$ cat src/rtl/synx_pkg.sv
// Package for the syndrome expansion unit.
// Holds the controller state type and the mapping from capability code to t.
package synx_pkg;

    typedef enum logic [1:0] {
        SX_IDLE,
        SX_ODD,
        SX_EVEN
    } sx_state_e;

    // Map a 3-bit capability code to a correction count; unknown codes give the maximum.
    function automatic logic [4:0] tcap_of(input logic [2:0] code);
        case (code)
            3'd0:    return 5'd2;
            3'd1:    return 5'd4;
            3'd2:    return 5'd8;
            3'd3:    return 5'd12;
            default: return 5'd24;
        endcase
    endfunction

endpackage

$ cat src/rtl/synx_gf_mul.sv
// Combinational GF(2^M) multiplier.
// Works MSB-first, shifting and reducing by the low terms of the field polynomial.
// Assumes: M >= 3 and POLY_LO holds the polynomial without its x^M term.
module synx_gf_mul #(
    parameter int          M       = 13,
    parameter logic [M-1:0] POLY_LO = 13'h001B
) (
    input  logic [M-1:0] a_i,
    input  logic [M-1:0] b_i,
    output logic [M-1:0] p_o
);

    // Shift-and-add product with reduction at each step.
    always_comb begin
        logic [M-1:0] r;
        r = '0;
        for (int i = M - 1; i >= 0; i--) begin
            r = {r[M-2:0], 1'b0} ^ (r[M-1] ? POLY_LO : '0);
            if (b_i[i]) begin
                r = r ^ a_i;
            end
        end
        p_o = r;
    end

endmodule

$ cat src/rtl/synx_odd_eval.sv
// Bit-serial Horner evaluator: computes sum of bits_i[j] * beta^j.
// The high bit goes in first and one bit is taken per run cycle, so M cycles give one result.
// value_o is valid in the cycle where last_o is high; the accumulator then rewinds.
// Assumes: bits_i and beta_i are held constant across one evaluation.
module synx_odd_eval #(
    parameter int          M       = 13,
    parameter logic [M-1:0] POLY_LO = 13'h001B
) (
    input  logic         clk,
    input  logic         rst_n,
    input  logic         clr_i,
    input  logic         run_i,
    input  logic [M-1:0] beta_i,
    input  logic [M-1:0] bits_i,
    output logic [M-1:0] value_o,
    output logic         last_o
);

    localparam int BW = $clog2(M);
    localparam logic [BW-1:0] TOP_BIT = BW'(M - 1);

    logic [M-1:0]  acc_q;
    logic [BW-1:0] bitpos_q;
    logic [M-1:0]  prod_w;

    synx_gf_mul #(.M(M), .POLY_LO(POLY_LO)) u_mul (
        .a_i (acc_q),
        .b_i (beta_i),
        .p_o (prod_w)
    );

    // Next Horner value: acc*beta plus the current coefficient bit.
    always_comb begin
        value_o = prod_w ^ {{(M-1){1'b0}}, bits_i[bitpos_q]};
        last_o  = (bitpos_q == '0);
    end

    // Accumulator and bit pointer; both rewind after the lowest bit.
    always_ff @(posedge clk) begin
        if (!rst_n || clr_i) begin
            acc_q    <= '0;
            bitpos_q <= TOP_BIT;
        end else if (run_i) begin
            if (last_o) begin
                acc_q    <= '0;
                bitpos_q <= TOP_BIT;
            end else begin
                acc_q    <= value_o;
                bitpos_q <= bitpos_q - 1'b1;
            end
        end
    end

    // an all-zero coefficient set evaluated from zero yields zero.
    a_r4_zero_in_zero_out : assert property (@(posedge clk) disable iff (!rst_n)
        (run_i && acc_q == '0 && bits_i == '0) |-> (value_o == '0));

endmodule

$ cat src/rtl/synx_expand.sv
// Syndrome expansion top.
// When a start is accepted it latches t and the packed partial values and clears the syndrome array.
// It then evaluates S(1), S(3), .. S(2t-1) bit-serially, M cycles each, with a running power of alpha.
// Last, it fills S(2), S(4), .. S(2t) one per cycle by squaring S(k).
// Assumes: T_MAX is even and at least 4, M <= 16.
module synx_expand
    import synx_pkg::*;
#(
    parameter int          M       = 13,
    parameter logic [M-1:0] POLY_LO = 13'h001B,
    parameter int          T_MAX   = 24
) (
    input  logic                      clk,
    input  logic                      rst_n,
    input  logic                      start_i,
    input  logic [2:0]                tsel_i,
    input  logic [(T_MAX/2)*32-1:0]   part_i,
    output logic                      busy_o,
    output logic                      done_o,
    output logic [2*T_MAX*M-1:0]      synd_o
);

    localparam int NSYN   = 2 * T_MAX;
    localparam int NWORDS = T_MAX / 2;
    localparam int IW     = $clog2(T_MAX);
    localparam int KW     = $clog2(T_MAX + 1);
    localparam logic [M-1:0] ALPHA1 = M'(2);
    localparam logic [M-1:0] ALPHA2 = M'(4);

    sx_state_e              st_q;
    logic [KW-1:0]          t_q;
    logic [KW-1:0]          t_req;
    logic [IW-1:0]          idx_q;
    logic [KW-1:0]          k_q;
    logic [M-1:0]           beta_q;
    logic [M-1:0]           beta_nxt;
    logic [NWORDS*32-1:0]   part_q;
    logic [M-1:0]           syn_q [NSYN];
    logic [M-1:0]           bits_w;
    logic [M-1:0]           odd_val;
    logic                   odd_last;
    logic                   accept;
    logic [M-1:0]           sq_src;
    logic [M-1:0]           sq_w;
    logic [M-1:0]           sq_res;

    // Requested t, clamped to what the array can hold.
    always_comb begin
        if (int'(tcap_of(tsel_i)) > T_MAX) begin
            t_req = KW'(T_MAX);
        end else begin
            t_req = KW'(tcap_of(tsel_i));
        end
    end

    assign accept = start_i && (st_q == SX_IDLE);
    assign busy_o = (st_q != SX_IDLE);

    // Partial value for the current odd index: word idx/2, half chosen by idx[0].
    assign bits_w = part_q[int'(idx_q >> 1) * 32 + int'(idx_q[0]) * 16 +: M];

    synx_odd_eval #(.M(M), .POLY_LO(POLY_LO)) u_odd (
        .clk     (clk),
        .rst_n   (rst_n),
        .clr_i   (accept),
        .run_i   (st_q == SX_ODD),
        .beta_i  (beta_q),
        .bits_i  (bits_w),
        .value_o (odd_val),
        .last_o  (odd_last)
    );

    // Running evaluation point: alpha^(2i+1) advances by alpha^2.
    synx_gf_mul #(.M(M), .POLY_LO(POLY_LO)) u_step (
        .a_i (beta_q),
        .b_i (ALPHA2),
        .p_o (beta_nxt)
    );

    // Source of the square: S(k), guarded against k = 0 while idle.
    always_comb begin
        if (k_q == '0) begin
            sq_src = syn_q[0];
        end else begin
            sq_src = syn_q[int'(k_q) - 1];
        end
    end

    synx_gf_mul #(.M(M), .POLY_LO(POLY_LO)) u_sq (
        .a_i (sq_src),
        .b_i (sq_src),
        .p_o (sq_w)
    );

    // Zero syndrome squares to zero without using the multiplier result.
    assign sq_res = (sq_src == '0) ? '0 : sq_w;

    // Controller: accepts a job, then runs the odd phase and the even phase.
    always_ff @(posedge clk) begin
        if (!rst_n) begin
            st_q   <= SX_IDLE;
            t_q    <= KW'(2);
            idx_q  <= '0;
            k_q    <= '0;
            beta_q <= ALPHA1;
            part_q <= '0;
            done_o <= 1'b0;
            for (int n = 0; n < NSYN; n++) begin
                syn_q[n] <= '0;
            end
        end else begin
            done_o <= 1'b0;
            case (st_q)
                SX_IDLE: begin
                    if (start_i) begin
                        t_q    <= t_req;
                        part_q <= part_i;
                        idx_q  <= '0;
                        k_q    <= '0;
                        beta_q <= ALPHA1;
                        for (int n = 0; n < NSYN; n++) begin
                            syn_q[n] <= '0;
                        end
                        st_q <= SX_ODD;
                    end
                end
                SX_ODD: begin
                    if (odd_last) begin
                        syn_q[2 * int'(idx_q)] <= odd_val;
                        beta_q <= beta_nxt;
                        if (int'(idx_q) == int'(t_q) - 1) begin
                            k_q  <= KW'(1);
                            st_q <= SX_EVEN;
                        end else begin
                            idx_q <= idx_q + 1'b1;
                        end
                    end
                end
                SX_EVEN: begin
                    syn_q[2 * int'(k_q) - 1] <= sq_res;
                    if (k_q == t_q) begin
                        done_o <= 1'b1;
                        st_q   <= SX_IDLE;
                    end else begin
                        k_q <= k_q + 1'b1;
                    end
                end
                default: st_q <= SX_IDLE;
            endcase
        end
    end

    // Flatten the array: S(n) occupies bits [n*M-1 : (n-1)*M].
    for (genvar g = 0; g < NSYN; g++) begin : g_pack
        assign synd_o[g*M +: M] = syn_q[g];
    end

    // ---------------- checking logic ----------------
    logic          hi_nz;
    logic          ev_q;
    logic [KW-1:0] ck_q;
    logic          ck_dst_zero;
    logic          ck_src_zero;

    // Any nonzero syndrome above index 2t.
    always_comb begin
        hi_nz = 1'b0;
        for (int n = 0; n < NSYN; n++) begin
            if (n >= 2 * int'(t_q) && syn_q[n] != '0) begin
                hi_nz = 1'b1;
            end
        end
    end

    // Remember which even slot was written last cycle.
    always_ff @(posedge clk) begin
        if (!rst_n) begin
            ev_q <= 1'b0;
            ck_q <= KW'(1);
        end else begin
            ev_q <= (st_q == SX_EVEN);
            ck_q <= (k_q == '0) ? KW'(1) : k_q;
        end
    end

    // Zero status of the square just written and of its source.
    always_comb begin
        ck_dst_zero = (syn_q[2 * int'(ck_q) - 1] == '0);
        ck_src_zero = (syn_q[int'(ck_q) - 1] == '0);
    end

    a_r7_done_single : assert property (@(posedge clk) disable iff (!rst_n)
        done_o |=> !done_o);

    a_r7_done_idle : assert property (@(posedge clk) disable iff (!rst_n)
        done_o |-> !busy_o);

    a_r8_start_ignored : assert property (@(posedge clk) disable iff (!rst_n)
        (busy_o && start_i) |=> ($stable(t_q) && $stable(part_q)));

    a_r6_upper_clear : assert property (@(posedge clk) disable iff (!rst_n)
        !hi_nz);

    a_r5_square_zero : assert property (@(posedge clk) disable iff (!rst_n)
        ev_q |-> (ck_dst_zero == ck_src_zero));

    a_r2_t_legal : assert property (@(posedge clk) disable iff (!rst_n)
        busy_o |-> (t_q >= KW'(2) && int'(t_q) <= T_MAX && t_q[0] == 1'b0));

endmodule

$ cat config.mk
export PLATFORM = sky130hd
export DESIGN_NAME = synx_expand
export DESIGN_NICKNAME = d
export VERILOG_FILES = /design/src/rtl/synx_pkg.sv /design/src/rtl/synx_gf_mul.sv /design/src/rtl/synx_odd_eval.sv /design/src/rtl/synx_expand.sv
export SDC_FILE = /design/constraint.sdc
export NUM_CORES = 2
export LEC_CHECK = 0
export BUFFER_PORTS_ARGS = -buffer_cell sky130_fd_sc_hd__clkbuf_2
export CORE_AREA = 2 2 399 401
export CTS_CLUSTER_SIZE = 24
export DETAILED_ROUTE_END_ITERATION = 10
export DIE_AREA = 0 0 401 403
export SLEW_MARGIN = 40
export SYNTH_ARGS = -nofsm -noshare
export SYNTH_HDL_FRONTEND = slang
export SYNTH_SLANG_ARGS = --single-unit
$ cat constraint.sdc
create_clock -name clk -period 5.5 [get_ports clk]
set_clock_uncertainty 0.15 [all_clocks]
set_input_delay 1.1 -clock clk [delete_from_list [all_inputs] [get_ports clk]]
set_output_delay 1.1 -clock clk [all_outputs]
set_load 0.005 [all_outputs]
==> flow_summary_export.csv <==
group,metric,value,unit
timing,fin_crit,4.992,ns
final_layout,post-route-util,0.3613,
worst_setup_path,critPathCaptureType,"flip-flop",
worst_hold_path,worst_hold_path.num_cells,2,
worst_setup_path,cp_cell_sequence,"inv_1 -> ha_4 -> buf_4 -> mux4_2 -> mux2i_1 -> buf_4 -> and3_1 -> a2111oi_2 -> o21ai_2 -> or3b_1 -> nand4bb_1 -> nor4_4 -> buf_4 -> a211oi_1",
clock_network,cts.htree.levels,3,
die,floorplan.die.height,403,µm
synthesis,post_synth_instance_area,45900,µm²
placed_design,place_area,53450,µm²
clock_network,cts.sinks,983,
synthesis,number_of_synthesized_flops_with_an_enable_pin,624,
final_layout,non_filler_cells_in_the_finished_layout,7241,
pwr,powerDensity,405.5,nW/µm²
clock_network,clock_tree.buffer_depth,3,
clock_network,hold_buffer_count_at_cts,0,
final_layout,number_of_fillers_in_the_final_layout,15760,
die,placement_rows,146,
final_layout,fin_area,56890,µm²
final_layout,fraction_of_layout_instances_using_a_drive_strength_above_1,0.2940,
placed_design,hpwlAfterDp,148.7,mm
drt,drt-wirelength-per-cell,27.44,µm
worst_setup_path,crit_path_top_delay_cell,"sky130_fd_sc_hd__ha_4",
run_status,status,"complete, no violations",
timing,timing.max_slew.rel_slack,0.3817,
synthesis,syn_nets,4617,
timing,timing_hold_violations_final,0,
final_layout,final_nets,5475,
drt,drt-initial-drc-count,4226,
timing,rsz_0062_raised_after_global_routing,"no",
worst_setup_path,startpoint_type,"flip-flop",
synthesis,synth_top_area_cell,"sky130_fd_sc_hd__edfxtp_1",
clock_network,tritoncts_buffer_count,105,
synthesis,yosysWarnings,0,
drt,via_cell_ratio,5.146,
global_routing,grt.overflow.total,0,
timing,worst_margin_slew,0.9177,ns
worst_setup_path,crit_fanout,40,
synthesis,syn-mean-instance-area,10.88,µm²
worst_setup_path,worst_r2r_startpoint,"k_q[0]$_SDFFE_PN0P_",
worst_setup_path,critPathArrivalTime,5.27,ns
die,initial_standard_cell_utilization_of_the_core,0.2915,
clock_network,clockRootBuffer,"sky130_fd_sc_hd__clkbuf_16",
synthesis,synth.top_cell.area_share,0.4083,
global_routing,globalRouteTotalUtil,0.2375,
timing,final_setup_viols,0,
drt,drtPass1Iterations,6,
worst_setup_path,ff2ff_path_depth,14,
timing,maxClockFrequency,200.3,MHz
global_routing,grt_antenna_before_repair,26,
synthesis,flip_flop_and_latch_count_after_synthesis,983,
worst_setup_path,worst_setup_path_type,"flip-flop to flip-flop",
placed_design,finalWeightedCongestion,0.9279,
die,core-area,157500,µm²
die,top_ports,1016,
synthesis,synth_async_sr_flop_share,0,
worst_hold_path,hold_path_startpoint,"part_q[346]$_SDFFE_PN0P_",
placed_design,placed_cells,7040,
pwr,ir_drop,0.3519,mV
synthesis,synth.lib_cells_used.distinct,98,
clock_network,cts_repair_resize_count,0,
final_layout,layout.cells.most_common_list,"1,023 x sky130_fd_sc_hd__nand2_1, 942 x sky130_fd_sc_hd__clkbuf_2, 624 x sky130_fd_sc_hd__edfxtp_1",
drt,detail_route.wirelength,198.7,mm
global_routing,grt_pass1_vias,35980,
worst_hold_path,worstHoldEndpoint,"part_q[346]$_SDFFE_PN0P_",
synthesis,synth.yosys.seq_area_share,0.5649,
flow_run,maxCapViolations,0,
placed_design,port_buffers,943,
final_layout,area_growth_from_synthesis_to_final_layout,23.95,%
clock_network,cts_post_setup_buffers_inserted,0,
drt,drtAntennaViolNets,0,
clock_network,clock_tree_from_tritoncts,"built",
timing,final_total_negative_setup_slack,0,ns
global_routing,grt_first_pass_wirelength,274.2,mm
worst_setup_path,worstPathRequired,5.78,ns
synthesis,netlist_top_cells_area,"sky130_fd_sc_hd__edfxtp_1 41%, sky130_fd_sc_hd__dfxtp_1 16%, sky130_fd_sc_hd__nand2_1 8.4%",
synthesis,synthFlopType,"sky130_fd_sc_hd__edfxtp_1",
worst_setup_path,cpMostUsedCell,"sky130_fd_sc_hd__buf_4",
worst_hold_path,holdCritPathClass,"flip-flop to flip-flop",
die,die_x,401,µm
drt,detail_route.drc_violations,0,
pwr,power.leakage,21.60,nW
worst_setup_path,critical-path-max-stage-delay,0.68,ns
clock_network,worst_skew_pair.late_latency,0.75,ns
worst_setup_path,worst-r2r-setup-slack,0.51,ns
global_routing,grt_max_degree,115,
clock_network,clkSlewWorstSetupHoldPaths,0.06,ns
worst_setup_path,worst_reg2reg_endpoint,"syn_q[17][12]$_SDFFCE_PN0P_",
synthesis,syn_inst,4217,
final_layout,mostFrequentLayoutCell,"sky130_fd_sc_hd__nand2_1",
timing,post-route-period-util,0.9076,
timing,timing.final.max_slew_violations,0,
die,design.die.area,161600,µm²
drt,dr_total_vias,37270,
-- cells in the mapped netlist, types with 15 or more instances --
cell type	count
sky130_fd_sc_hd__nor3_2	20
sky130_fd_sc_hd__o21ai_0	19
sky130_fd_sc_hd__a21oi_1	24
sky130_fd_sc_hd__mux2_2	15
sky130_fd_sc_hd__nand2_1	1028
sky130_fd_sc_hd__buf_2	59
sky130_fd_sc_hd__a22oi_1	34
sky130_fd_sc_hd__clkbuf_1	249
sky130_fd_sc_hd__dfxtp_1	359
sky130_fd_sc_hd__mux2i_1	115
sky130_fd_sc_hd__xnor2_1	141
sky130_fd_sc_hd__nor2_1	599
sky130_fd_sc_hd__a211oi_1	26
sky130_fd_sc_hd__buf_4	20
sky130_fd_sc_hd__nand3_1	45
sky130_fd_sc_hd__inv_1	17
sky130_fd_sc_hd__xor2_1	57
sky130_fd_sc_hd__buf_1	19
sky130_fd_sc_hd__edfxtp_1	624
sky130_fd_sc_hd__nor3_1	42
sky130_fd_sc_hd__mux4_2	146
sky130_fd_sc_hd__nor2b_1	21
sky130_fd_sc_hd__a21boi_0	319
sky130_fd_sc_hd__and2_1	15
-- power by group --
group	internal [W]	switching [W]	leakage, nW	total [W]
clock	0.00399	0.00318	1.66	0.00718
sequential	0.00914	0.000793	9.73	0.00993
combinational	0.00194	0.00402	10.2	0.00596
total	0.0151	0.00800	21.6	0.0231
-- registers in the layout, summed over array words and instances (netlist names) --
register        cells
syn_q             624
part_q            312
beta_q             13
u_odd.acc_q        13
idx_q               5
k_q                 5
t_q                 4
u_odd.bitpos_q      4
st_q                2
done_o              1
-- routing by layer --
| layer | global-route usage | part of all wire |
|---|---|---|
| met5 | 0 | 0.00043 |
| met4 | 0.1217 | 0.055 |
| met3 | 0.05758 | 0.098 |
| met2 | 0.3998 | 0.48 |
| met1 | 0.2818 | 0.37 |
-- area by class of cell --
| cell class | count | area [µm²] | share of cell area |
|---|---|---|---|
| Tap cell | 2072 | 2592 | 0.04557 |
| Inverter | 17 | 63.81 | 0.001122 |
| Sequential cell | 983 | 25940 | 0.4560 |
| Timing Repair Buffer | 1112 | 6302 | 0.1108 |
| Clock buffer | 135 | 2800 | 0.04922 |
| Multi-Input combinational cell | 2856 | 18560 | 0.3262 |
| Clock inverter | 56 | 605.6 | 0.01065 |
| Antenna cell | 10 | 25.02 | 0.0004399 |
-- how the worst max path moves through the flow --
stage	from	slack, ns	depth (start not counted)	endpoint
floorplan	k_q[0]$_SDFFE_PN0P_	0.54	22	syn_q[19][11]$_SDFFCE_PN0P_
CTS	k_q[0]$_SDFFE_PN0P_	0.57	15	syn_q[5][11]$_SDFFCE_PN0P_
finish	k_q[0]$_SDFFE_PN0P_	0.51	14	syn_q[17][12]$_SDFFCE_PN0P_
global route	k_q[0]$_SDFFE_PN0P_	0.51	13	syn_q[3][12]$_SDFFCE_PN0P_
global placement	k_q[0]$_SDFFE_PN0P_	0.58	15	syn_q[5][11]$_SDFFCE_PN0P_
detailed placement	k_q[0]$_SDFFE_PN0P_	0.58	15	syn_q[5][11]$_SDFFCE_PN0P_
-- critical path: cells and delay by family, from the launching register on --
kind	cells	cell delay, ns
AOI/OAI and AO/OA	3	0.48
adders and majority gates	1	0.68
buffers and inverters	4	0.94
DFF	1	0.37
muxes	2	0.81
and+or+nand+nor	4	1.16
-- stage by stage --
stage / setup WS [ns] / hold WS (ns) / total power, W
after floorplan: 0.5448 / 0.2902 / 0.01278
after global placement: 0.5760 / 0.3008 / 0.01590
after detailed placement: 0.5816 / 0.3061 / 0.01598
after CTS: 0.5698 / 0.3143 / 0.02313
after global routing: 0.5075 / 0.3304 / 0.02381
final: 0.5081 / 0.3109 / 0.02307
-- kinds of logic (layout without fill, tap and decap cells) --
group	count (synthesis)	count (layout)	share of synthesized area
AO/OA/AOI/OAI	511	511	0.08473
XOR/XNOR	212	212	0.04482
adder cells (fa/ha/maj)	10	10	0.002726
buffers and inverters	378	1320	0.03653
flip-flops	983	983	0.5649
multiplexers	282	282	0.1032
other	0	10	0
AND/OR/NAND/NOR	1841	1841	0.1631
(Power assumes the default switching activity.)
